[src/rtl/sp_pkg.sv]
package sp_pkg;
  typedef enum logic [1:0] {
    M_SHIFT  = 2'd0,
    M_UART8  = 2'd1,
    M_UART9F = 2'd2,
    M_UART9V = 2'd3
  } sp_mode_e;

  function automatic logic vote3(input logic [2:0] s);
    return (s[0] & s[1]) | (s[0] & s[2]) | (s[1] & s[2]);
  endfunction
endpackage

[src/rtl/sp_uart_tx.sv]
module sp_uart_tx #(
  parameter int DW = 8,
  parameter int OS = 16
) (
  input  logic          clk,
  input  logic          rst,
  input  logic          os_tick,
  input  logic          load,
  input  logic          nine,
  input  logic          bit9,
  input  logic [DW-1:0] data,
  output logic          txd,
  output logic          busy,
  output logic          done
);
  localparam int FW = DW + 3;
  localparam int LW = $clog2(FW + 1);
  localparam int CW = $clog2(OS);

  logic [FW-1:0] sh;
  logic [LW-1:0] left;
  logic [CW-1:0] cnt;

  always_ff @(posedge clk) begin
    done <= 1'b0;
    if (rst) begin
      sh   <= '1;
      left <= '0;
      cnt  <= '0;
      txd  <= 1'b1;
      busy <= 1'b0;
    end else if (!busy) begin
      if (load) begin
        sh   <= nine ? {1'b1, bit9, data, 1'b0} : {2'b11, data, 1'b0};
        left <= nine ? LW'(FW) : LW'(FW - 1);
        cnt  <= '0;
        txd  <= 1'b0;
        busy <= 1'b1;
      end
    end else if (os_tick) begin
      cnt <= (cnt == CW'(OS - 1)) ? '0 : cnt + 1'b1;
      if (cnt == CW'(OS - 1)) begin
        sh   <= {1'b1, sh[FW-1:1]};
        left <= left - 1'b1;
        if (left == LW'(1)) begin
          busy <= 1'b0;
          done <= 1'b1;
          txd  <= 1'b1;
        end else begin
          txd <= sh[1];
        end
      end
    end
  end

  // line is high whenever no frame is in flight
  p_txd_idle_r1: assert property (@(posedge clk) disable iff (rst) !busy |-> txd);
endmodule

[src/rtl/sp_uart_rx.sv]
module sp_uart_rx
  import sp_pkg::*;
#(
  parameter int DW = 8,
  parameter int OS = 16
) (
  input  logic          clk,
  input  logic          rst,
  input  logic          en,
  input  logic          os_tick,
  input  logic          nine,
  input  logic          rxd_s,
  output logic          done,
  output logic [DW-1:0] data,
  output logic          bit9,
  output logic          stop_ok
);
  localparam int CW  = $clog2(OS);
  localparam int IW  = $clog2(DW + 3);
  localparam int MID = OS / 2;

  logic          busy;
  logic [CW-1:0] cnt;
  logic [IW-1:0] idx;
  logic [2:0]    samp;
  logic          bitv;
  logic [IW-1:0] last;

  assign bitv = vote3(samp);
  assign last = nine ? IW'(DW + 2) : IW'(DW + 1);

  always_ff @(posedge clk) begin
    done <= 1'b0;
    if (rst) begin
      busy    <= 1'b0;
      cnt     <= '0;
      idx     <= '0;
      samp    <= '0;
      data    <= '0;
      bit9    <= 1'b0;
      stop_ok <= 1'b0;
    end else if (!en) begin
      busy <= 1'b0;
    end else if (!busy) begin
      if (!rxd_s) begin
        busy <= 1'b1;
        cnt  <= '0;
        idx  <= '0;
      end
    end else if (os_tick) begin
      cnt <= (cnt == CW'(OS - 1)) ? '0 : cnt + 1'b1;
      if (cnt == CW'(MID - 1) || cnt == CW'(MID) || cnt == CW'(MID + 1))
        samp <= {samp[1:0], rxd_s};
      if (cnt == CW'(OS - 1)) begin
        idx <= idx + 1'b1;
        if (idx == '0) begin
          if (bitv) busy <= 1'b0;           // false start
        end else if (idx <= IW'(DW)) begin
          data <= {bitv, data[DW-1:1]};
        end else begin
          if (idx == IW'(DW + 1)) bit9 <= bitv;
          if (idx == last) begin
            busy    <= 1'b0;
            done    <= 1'b1;
            stop_ok <= bitv;
          end
        end
      end
    end
  end

  // a cleared enable drops any frame in progress
  p_rx_off_r9: assert property (@(posedge clk) disable iff (rst) !en |=> !busy);
endmodule

[src/rtl/sp_shift0.sv]
module sp_shift0 #(
  parameter int DW = 8,
  parameter int PH = 8
) (
  input  logic          clk,
  input  logic          rst,
  input  logic          tick,
  input  logic          start_tx,
  input  logic          start_rx,
  input  logic [DW-1:0] data,
  input  logic          rxd_s,
  output logic          txd,
  output logic          sclk,
  output logic          busy,
  output logic          tx_done,
  output logic          rx_done,
  output logic [DW-1:0] rx_data
);
  localparam int PW   = $clog2(PH);
  localparam int BW   = $clog2(DW);
  localparam int HALF = PH / 2;

  logic          is_rx;
  logic [PW-1:0] ph;
  logic [BW-1:0] bitn;
  logic [DW-1:0] sh;

  assign rx_data = sh;

  always_ff @(posedge clk) begin
    tx_done <= 1'b0;
    rx_done <= 1'b0;
    if (rst) begin
      busy  <= 1'b0;
      is_rx <= 1'b0;
      ph    <= '0;
      bitn  <= '0;
      sh    <= '0;
      txd   <= 1'b1;
      sclk  <= 1'b1;
    end else if (!busy) begin
      if (start_tx) begin
        busy  <= 1'b1;
        is_rx <= 1'b0;
        ph    <= '0;
        bitn  <= '0;
        sh    <= data;
        txd   <= data[0];
        sclk  <= 1'b0;
      end else if (start_rx) begin
        busy  <= 1'b1;
        is_rx <= 1'b1;
        ph    <= '0;
        bitn  <= '0;
        txd   <= 1'b1;
        sclk  <= 1'b0;
      end
    end else if (tick) begin
      ph <= (ph == PW'(PH - 1)) ? '0 : ph + 1'b1;
      if (ph == PW'(HALF - 1)) begin
        sclk <= 1'b1;
        if (is_rx) sh <= {rxd_s, sh[DW-1:1]};
      end
      if (ph == PW'(PH - 1)) begin
        if (bitn == BW'(DW - 1)) begin
          busy <= 1'b0;
          txd  <= 1'b1;
          if (is_rx) rx_done <= 1'b1;
          else       tx_done <= 1'b1;
        end else begin
          bitn <= bitn + 1'b1;
          sclk <= 1'b0;
          if (!is_rx) begin
            sh  <= {1'b0, sh[DW-1:1]};
            txd <= sh[1];
          end
        end
      end
    end
  end

  // shift clock rests high between transfers
  p_sclk_idle_r12: assert property (@(posedge clk) disable iff (rst) !busy |-> sclk);
  // data line rests high between transfers
  p_m0_txd_idle_r12: assert property (@(posedge clk) disable iff (rst) !busy |-> txd);
endmodule

[src/rtl/serial_port_multimode.sv]
module serial_port_multimode
  import sp_pkg::*;
#(
  parameter int DW    = 8,
  parameter int OS    = 16,
  parameter int M0_PH = 8
) (
  input  logic          clk,
  input  logic          rst,
  input  logic          bus_we,
  input  logic          bus_sel,
  input  logic [DW-1:0] bus_wdata,
  output logic [DW-1:0] bus_rdata,
  input  logic          baud_tick,
  input  logic          fix_tick,
  input  logic          addr_match,
  input  logic          rxd,
  output logic          txd,
  output logic          sclk,
  output logic          tx_irq,
  output logic          rx_irq
);
  sp_mode_e      mode_q;
  logic          sm2_q, ren_q, tb8_q, rb8_q, ti_q, ri_q;
  logic [DW-1:0] rxbuf;
  logic [1:0]    rx_sync;
  logic          rxd_s;

  logic wr_ctrl, wr_data, is_m0, nine, os_tick;
  logic u_busy, u_done, u_txd;
  logic r_done, r_bit9, r_stop_ok;
  logic [DW-1:0] r_data;
  logic m0_busy, m0_txd, m0_sclk, m0_tx_done, m0_rx_done;
  logic [DW-1:0] m0_data;
  logic start_u, start_m0_tx, start_m0_rx, u_ok, rx_accept, tx_done_any;
  logic [7:0] ctrl8;

  assign rxd_s   = rx_sync[1];
  assign wr_ctrl = bus_we & ~bus_sel;
  assign wr_data = bus_we & bus_sel;
  assign is_m0   = (mode_q == M_SHIFT);
  assign nine    = mode_q[1];
  assign os_tick = (mode_q == M_UART9F) ? fix_tick : baud_tick;

  assign start_u     = wr_data & ~is_m0 & ~u_busy & ~m0_busy;
  assign start_m0_tx = wr_data & is_m0 & ~u_busy & ~m0_busy;
  assign start_m0_rx = is_m0 & ren_q & ~ri_q & ~m0_busy & ~u_busy & ~wr_data & ~m0_rx_done;

  assign u_ok        = (mode_q == M_UART8) ? (~sm2_q | r_stop_ok)
                                           : (~sm2_q | (r_bit9 & addr_match));
  assign rx_accept   = ~ri_q & ((r_done & u_ok) | m0_rx_done);
  assign tx_done_any = u_done | m0_tx_done;
  assign ctrl8       = {mode_q, sm2_q, ren_q, tb8_q, rb8_q, ti_q, ri_q};

  always_ff @(posedge clk) begin
    if (rst) rx_sync <= 2'b11;
    else     rx_sync <= {rx_sync[0], rxd};
  end

  sp_uart_tx #(.DW(DW), .OS(OS)) u_tx (
    .clk(clk), .rst(rst), .os_tick(os_tick), .load(start_u), .nine(nine),
    .bit9(tb8_q), .data(bus_wdata), .txd(u_txd), .busy(u_busy), .done(u_done)
  );

  sp_uart_rx #(.DW(DW), .OS(OS)) u_rx (
    .clk(clk), .rst(rst), .en(ren_q & ~is_m0), .os_tick(os_tick), .nine(nine),
    .rxd_s(rxd_s), .done(r_done), .data(r_data), .bit9(r_bit9), .stop_ok(r_stop_ok)
  );

  sp_shift0 #(.DW(DW), .PH(M0_PH)) u_m0 (
    .clk(clk), .rst(rst), .tick(fix_tick), .start_tx(start_m0_tx),
    .start_rx(start_m0_rx), .data(bus_wdata), .rxd_s(rxd_s), .txd(m0_txd),
    .sclk(m0_sclk), .busy(m0_busy), .tx_done(m0_tx_done),
    .rx_done(m0_rx_done), .rx_data(m0_data)
  );

  // Control register: software write first, hardware sets override it.
  always_ff @(posedge clk) begin
    if (rst) begin
      mode_q <= M_SHIFT;
      sm2_q  <= 1'b0;
      ren_q  <= 1'b0;
      tb8_q  <= 1'b0;
      rb8_q  <= 1'b0;
      ti_q   <= 1'b0;
      ri_q   <= 1'b0;
      rxbuf  <= '0;
    end else begin
      if (wr_ctrl) begin
        mode_q <= sp_mode_e'(bus_wdata[7:6]);
        sm2_q  <= bus_wdata[5];
        ren_q  <= bus_wdata[4];
        tb8_q  <= bus_wdata[3];
        rb8_q  <= bus_wdata[2];
        ti_q   <= bus_wdata[1];
        ri_q   <= bus_wdata[0];
      end
      if (tx_done_any) ti_q <= 1'b1;
      if (rx_accept) begin
        ri_q  <= 1'b1;
        rxbuf <= m0_rx_done ? m0_data : r_data;
        if (!m0_rx_done) rb8_q <= r_bit9;
      end
    end
  end

  always_ff @(posedge clk) begin
    if (rst) bus_rdata <= '0;
    else     bus_rdata <= bus_sel ? rxbuf : DW'(ctrl8);
  end

  assign txd    = is_m0 ? m0_txd : u_txd;
  assign sclk   = m0_sclk;
  assign tx_irq = ti_q;
  assign rx_irq = ri_q;

  // end of any transmit frame raises TI on the next edge
  p_ti_set_r2: assert property (@(posedge clk) disable iff (rst) tx_done_any |=> ti_q);
  // RI can only fall through a control write
  p_ri_sticky_r11: assert property (@(posedge clk) disable iff (rst) (ri_q && !wr_ctrl) |=> ri_q);
  // a frame with a bad stop bit under the filter leaves the buffer alone
  p_bad_stop_hold_r7: assert property (@(posedge clk) disable iff (rst)
    (r_done && sm2_q && mode_q == M_UART8 && !r_stop_ok && !m0_rx_done) |=> $stable(rxbuf));
  // filtered ninth-bit modes reject frames with a low ninth bit
  p_nine_filter_r8: assert property (@(posedge clk) disable iff (rst)
    (r_done && sm2_q && nine && !r_bit9 && !ri_q && !wr_ctrl) |=> !ri_q);
endmodule

[config.mk]
export PLATFORM = sky130hd
export DESIGN_NAME = serial_port_multimode
export DESIGN_NICKNAME = d
export VERILOG_FILES = /design/src/rtl/sp_pkg.sv /design/src/rtl/sp_uart_tx.sv /design/src/rtl/sp_uart_rx.sv /design/src/rtl/sp_shift0.sv /design/src/rtl/serial_port_multimode.sv
export SDC_FILE = /design/constraint.sdc
export NUM_CORES = 1
export LEC_CHECK = 0
export BUFFER_PORTS_ARGS = -buffer_cell sky130_fd_sc_hd__buf_2
export CAP_MARGIN = 25
export CORE_ASPECT_RATIO = 1.1
export CORE_MARGIN = 1.5
export CORE_UTILIZATION = 54
export CTS_BUF_LIST = sky130_fd_sc_hd__clkbuf_2
export DETAILED_ROUTE_END_ITERATION = 8
export GPL_ROUTABILITY_DRIVEN = 0
export PLACE_DENSITY_LB_ADDON = 0.2
export SYNTH_ARGS = -nofsm -noshare
export SYNTH_HDL_FRONTEND = slang
export SYNTH_HIERARCHICAL = 1
export SYNTH_SLANG_ARGS = --single-unit
[constraint.sdc]
create_clock -name clk -period 5 [get_ports clk]
set_input_delay 0 -clock clk [delete_from_list [all_inputs] [get_ports clk]]
set_output_delay 0 -clock clk [all_outputs]
set_load 0.02 [all_outputs]
Word level (Yosys, flattened, before mapping)
Index checks and enable logic that the tools add are counted.

Register bits after elaboration: 91. Bits of input ports: 16. Output and inout port bits: 12. Logic and storage cells: 228.

Add/subtract/negate cells: 6. $lt $le $gt $ge: 1. Equal/unequal tests: 22. Multiplexer cells: 94. Bitwise gates (word level): 45. Reduce and logical (&&, ||, !) cells: 27.

Operators by type and width (number): 2-to-1 mux 8 bit (10); 2-to-1 mux 4 bit (15); 2-to-1 mux 1 bit (54); 2-to-1 mux 11 bit (4); 2-to-1 mux 3 bit (9); bitwise AND 1 bit (21); equality test 4 bit (second input constant) (5); inverter 1 bit (18); AND reduction 4 bit (4); != test 2 bit (second input constant) (7); AND reduction 7 bit (2); adder 4 x 1 -> 4 bit (second input constant) (3); 2-to-1 mux 10 bit (1); nonzero test 2 bit (5); AND reduction 2 bit (4); OR reduction 7 bit (1); adder 3 x 1 -> 3 bit (second input constant) (2); equality test 3 bit (second input constant) (2); bitwise OR 1 bit (6); AND reduction 3 bit (2); AND reduction 6 bit (1); OR reduction 5 bit (1); equality test 4 x 1 -> 1 bit (second input constant) (1); equality test 4 x 3 -> 1 bit (second input constant) (1); 15 further kinds (16).

Logic depth before layout (Yosys ltp)
Depth in word-level cells: 10. Mapped depth: 8. Mapped depth without buffers: 6.

Cells and area by module
Netlist, hierarchy kept.

By module, submodules not included: serial_port_multimode (times used 1, cells an instance 140, area an instance 1219.9 um^2, seq. area each 520.5 um^2); sp_uart_rx (times used 1, cells an instance 133, area an instance 1141.1 um^2, seq. area each 460.4 um^2); sp_shift0 (times used 1, cells an instance 102, area an instance 980.9 um^2, seq. area each 400.4 um^2); sp_uart_tx (times used 1, cells an instance 109, area an instance 963.4 um^2, seq. area each 400.4 um^2).

Least setup slack after synthesis
OpenSTA, ideal clock, no wires.

Kind: reg-to-reg. Start: register mode_q[1]. End: register u_rx.idx[1]. Library setup time: 128 ps. Arrival time: 1820 ps. Data required time: 4872 ps. Setup slack: 3052 ps. Cell stages (with the launch flop): 9. Path buffers: 2. Period minus slack after synthesis: 1948 ps. Cells stage by stage: dfxtp_1 and2b_2 mux2_2 and3_1 buf_4 and2_2 buf_4 a22oi_1 nor2_1.

Cells in the longest elaborated chain, start to end: 4. Elaborated cells between the ends (all ways): 7. Those cells by class: eq/ne (2); mux (1); bitwise (2); reduce/logical (2).

RTL lines: from (decl) (RTL line serial_port_multimode.sv:23) `sp_mode_e mode_q;`; from (signal assigned) (RTL line serial_port_multimode.sv:90) `mode_q <= sp_mode_e'(bus_wdata[7:6]);`; equality test 2 bit (RTL line serial_port_multimode.sv:43) `assign os_tick = (mode_q == M_UART9F) ? fix_tick : baud_tick;`; 2-to-1 mux 1 bit (RTL line serial_port_multimode.sv:43); named net os_tick (RTL line serial_port_multimode.sv:29) `logic wr_ctrl, wr_data, is_m0, nine, os_tick;`; != test 2 bit (no line); AND reduction 4 bit (no line); to (signal assigned) (RTL line sp_uart_rx.sv:55) `idx <= idx + 1'b1;`; to (decl) (RTL line sp_uart_rx.sv:24) `logic [IW-1:0] idx;`.

The timed path passes the listed nets, and every way through them passes these cells. A chain may end at the register's enable or synchronous reset.

Worst setup path in the final report
Start: register mode_q[1]. End: register u_tx.left[0].

Cells in the longest elaborated chain, start to end: 7. Elaborated cells between the ends (all ways): 13. Those cells by class: eq/ne (2); mux (4); bitwise (4); reduce/logical (3).

RTL lines: logical NOT 2 bit (RTL line serial_port_multimode.sv:41) `assign is_m0 = (mode_q == M_SHIFT);`; inverter 1 bit (RTL line serial_port_multimode.sv:45) `assign start_u = wr_data & ~is_m0 & ~u_busy & ~m0_busy;`; bitwise AND 1 bit (3 in series) (RTL line serial_port_multimode.sv:45); named net start_u (RTL line serial_port_multimode.sv:35) `logic start_u, start_m0_tx, start_m0_rx, u_ok, rx_accept, tx_done_any;`; nonzero test 2 bit (no line); AND reduction 3 bit (no line); to (signal assigned) (RTL line sp_uart_tx.sv:35) `left <= nine ? LW'(FW) : LW'(FW - 1);`; to (signal assigned) (RTL line sp_uart_tx.sv:44) `left <= left - 1'b1;`; to (decl) (RTL line sp_uart_tx.sv:21) `logic [LW-1:0] left;`.

The timed path passes the listed nets, and every way through them passes these cells. The select of a mux whose other input is x is not followed.

==> out/qor.csv <==
metric,value,unit
critical path cell sequence,nor2_1 -> nor4_1 -> nor2b_1 -> a21oi_1 -> o41ai_1,
number of synthesized flops with an enable pin,0,
first-pass iteration count of the detailed router,5,
critical path's largest stage delay,0.74,ns
clk slew on worst S/H paths,0.26,ns
drt wl/cell,16.40,um
Synth area leader,dfxtp_1,
Initial Util,56.67,%
top cell type's share of synthesized area,41.38,%
routed length on met2,5174,um
NumNets Final,554,
filler cell count,664,
largest family of logic cells by synthesized area,compound AO/OA/AOI/OAI gates,
Area Growth Syn to Fin,11.94,%
Synth cell types,68,
CTS sink cnt,89,
outcome,completed,
RSZ-0062 raised after global routing,no,
Met3 Routed Length,423,um
final WL,10400,um
Post-Syn Area,0.004305,mm^2
Rows,33,
Worst Skew,0.03712,ns
1st-iter DRT viols,267,
WS Path Type,flip-flop to flip-flop,
Core Area,0.007597,mm^2
Die Wd,88.14,um
Ys Warns,6,
first-pass GRT wire length,16880,um
ANT cells,0,
Final HPWL DP,6969,um
max cap viols,0,
non-filler instance count after layout,634,
clock root buffer,clkbuf_2,
CTS max path bufs,2,
fin crit share,50.29,%
post-synthesis area per instance,8.895,um^2
Worst R2R Start,mode_q[1],
Final setup viols,0,
top layer in use,met4,
Final Max Slew Viols,0,
element type at the critical path end,flip-flop,
Pwr Density,256.8,mW/mm^2
CTS tree,built,
synth cell count leaders,"dfxtp_1, a21oi_1, nand2_1, nor2_1, o21ai_0",
WL met1,4556,um
worst min-delay path startpoint,baud_tick,
Tot Pwr,1.238,mW
Congestion Overflow GR,0,
shortest period the worst path allows,2.515,ns
TNS Setup,0,ns
Lkg Pwr,1.718,nW
achievable frequency,0.3977,GHz
CP max-delay cell,nor2b_1,
top-count cell post-synth,dfxtp_1,
simple-gate area share of the yosys netlist,20.08,%
Post-synth top flop,dfxtp_1,
total CTS buffers,9,
H-tree lvl count,3,
initial antenna violation count,0,
setup ws final,2.485,ns
multiplexer area fraction after synthesis,4.969,%
CP arrival,2.93,ns
area of the multi-input gates,0.002327,mm^2
Die Span Y,96.65,um
Worst Hold Class,input pin to flip-flop,
Worst-Skew Late Latency,0.53,ns
DP Cell Count,592,
die area,0.008518,mm^2
Crit path max-delay family,simple AND/OR/NAND/NOR gates,
ys async rst share,0,%
Critical Path Start Type,flip-flop,
Synth Register Bits,89,
Via density,5.951,
Fin. Hold Viols,0,
compound-cell area share of the yosys netlist,24.30,%
Buf/Inv on CP,0,
CP Max Fanout,12,
Mapped Cells,484,
Peak VDD IR,147.2,uV
CP Launch Point,mode_q[1],
post-route DRC violation count,0,
Reg area,0.001782,mm^2
Rel. slew slack,43.93,%
IO Count,28,
worst-margin pin slew,0.8393,ns
DP Worst Slack,2.661,ns
xor-xnor portion of the synthesized cell area,0.4069,%
vias in the first global route,3466,
Port Buf Inserts,27,
"Req. time, crit path",5.42,ns
Vias,3773,
largest net degree at the start of global routing,72,
"top cells by area, synth","dfxtp_1, a21oi_1, o21ai_0, mux2i_1, ha_1",
share of layout cells above drive strength 1,13.99,%
Synth Area in Adders,4.301,%
gr usage total,24.86,%
"Seq/Total Area, Yosys",41.38,%
Routed Antenna Nets,0,
Post-CTS Resized,0,
Synth Net Count,514,
hold slack,0.05111,ns
==> flip-flops by register name (all words and copies together), names as in the netlist, 2 cells and up <==
name	cells
u_tx/sh	9
bus_rdata	8
rxbuf	8
u_m0/rx_data	8
u_rx/data	8
u_rx/cnt	4
u_rx/idx	4
u_tx/cnt	4
u_tx/left	4
u_m0/bitn	3
u_m0/ph	3
u_rx/samp	3
mode_q	2
rx_sync	2
==> where the power goes <==
part           internal [mW]  switching, mW
clock                  0.114          0.246
combinational         0.0511         0.0743
sequential             0.730         0.0215
total                  0.896          0.342
==> routing by layer <==
layer	global-route usage, %	up-vias
met3	2.986	17
li1	-	1862
met4	9.976	0
met5	0	-
met2	41.05	96
met1	32.56	1798
==> cell type report <==
class | count | share of cell area [%]
clock buffer | 9 | 0.9346
clock inverter | 7 | 1.480
inverter | 16 | 1.246
multi-input combinational | 354 | 48.29
sequential | 89 | 36.97
tap | 105 | 2.726
timing repair buffer | 54 | 8.359
==> layout by cell type (no fill, tap or decap), types with 3 or more instances in the layout <==
cell,instances
dfxtp_1,89
a21oi_1,49
nand2_1,39
nor2_1,39
o21ai_0,38
buf_2,27
dlygate4sd3_1,26
nand3_1,21
mux2i_1,18
inv_1,15
ha_1,14
a211oi_1,13
a211oi_2,9
clkbuf_2,9
nor3b_1,9
o32ai_1,9
o221ai_1,7
nor2b_1,6
and3_1,5
nand3b_1,5
a31oi_1,5
or3_1,5
nand2b_1,4
nor3_1,4
nor4_1,3
a22oi_1,3
==> kinds of logic after synthesis <==
family,after synthesis
xor+xnor,2
buf+inv,41
mux,21
flops,89
simple gates,163
fa+ha+maj,15
compound gates,153
==> through the flow <==
stage | utilization (%) | instance area, um^2
after floorplan | - | 4305
after global placement | 58.48 | 4443
after detailed placement | 58.48 | 4443
after CTS | 63.44 | 4820
after global routing | 63.44 | 4820
final | 63.44 | 4820
==> tightest hold or removal path, cell delays in order <==
cell and delay, ns:
buf_2 0.08, mux2_2 0.22, nand2_1 0.07, a21oi_1 0.13, a211oi_1 0.07
==> timing repair <==
action                    in CTS  in global routing
hold endpoints to repair      38                  0
buffers inserted               0                  0
hold buffers                  26                  0
==> final timing paths <==
check	to	cells past startpoint	slack, ns
max reg2reg	u_tx/left[0]	5	2.49
max	u_tx/left[0]	5	2.49
min	u_tx/cnt[2]	5	0.05
min reg2reg	rx_sync[1]	1	0.44
No activity file was read; power rests on OpenSTA's default activity.
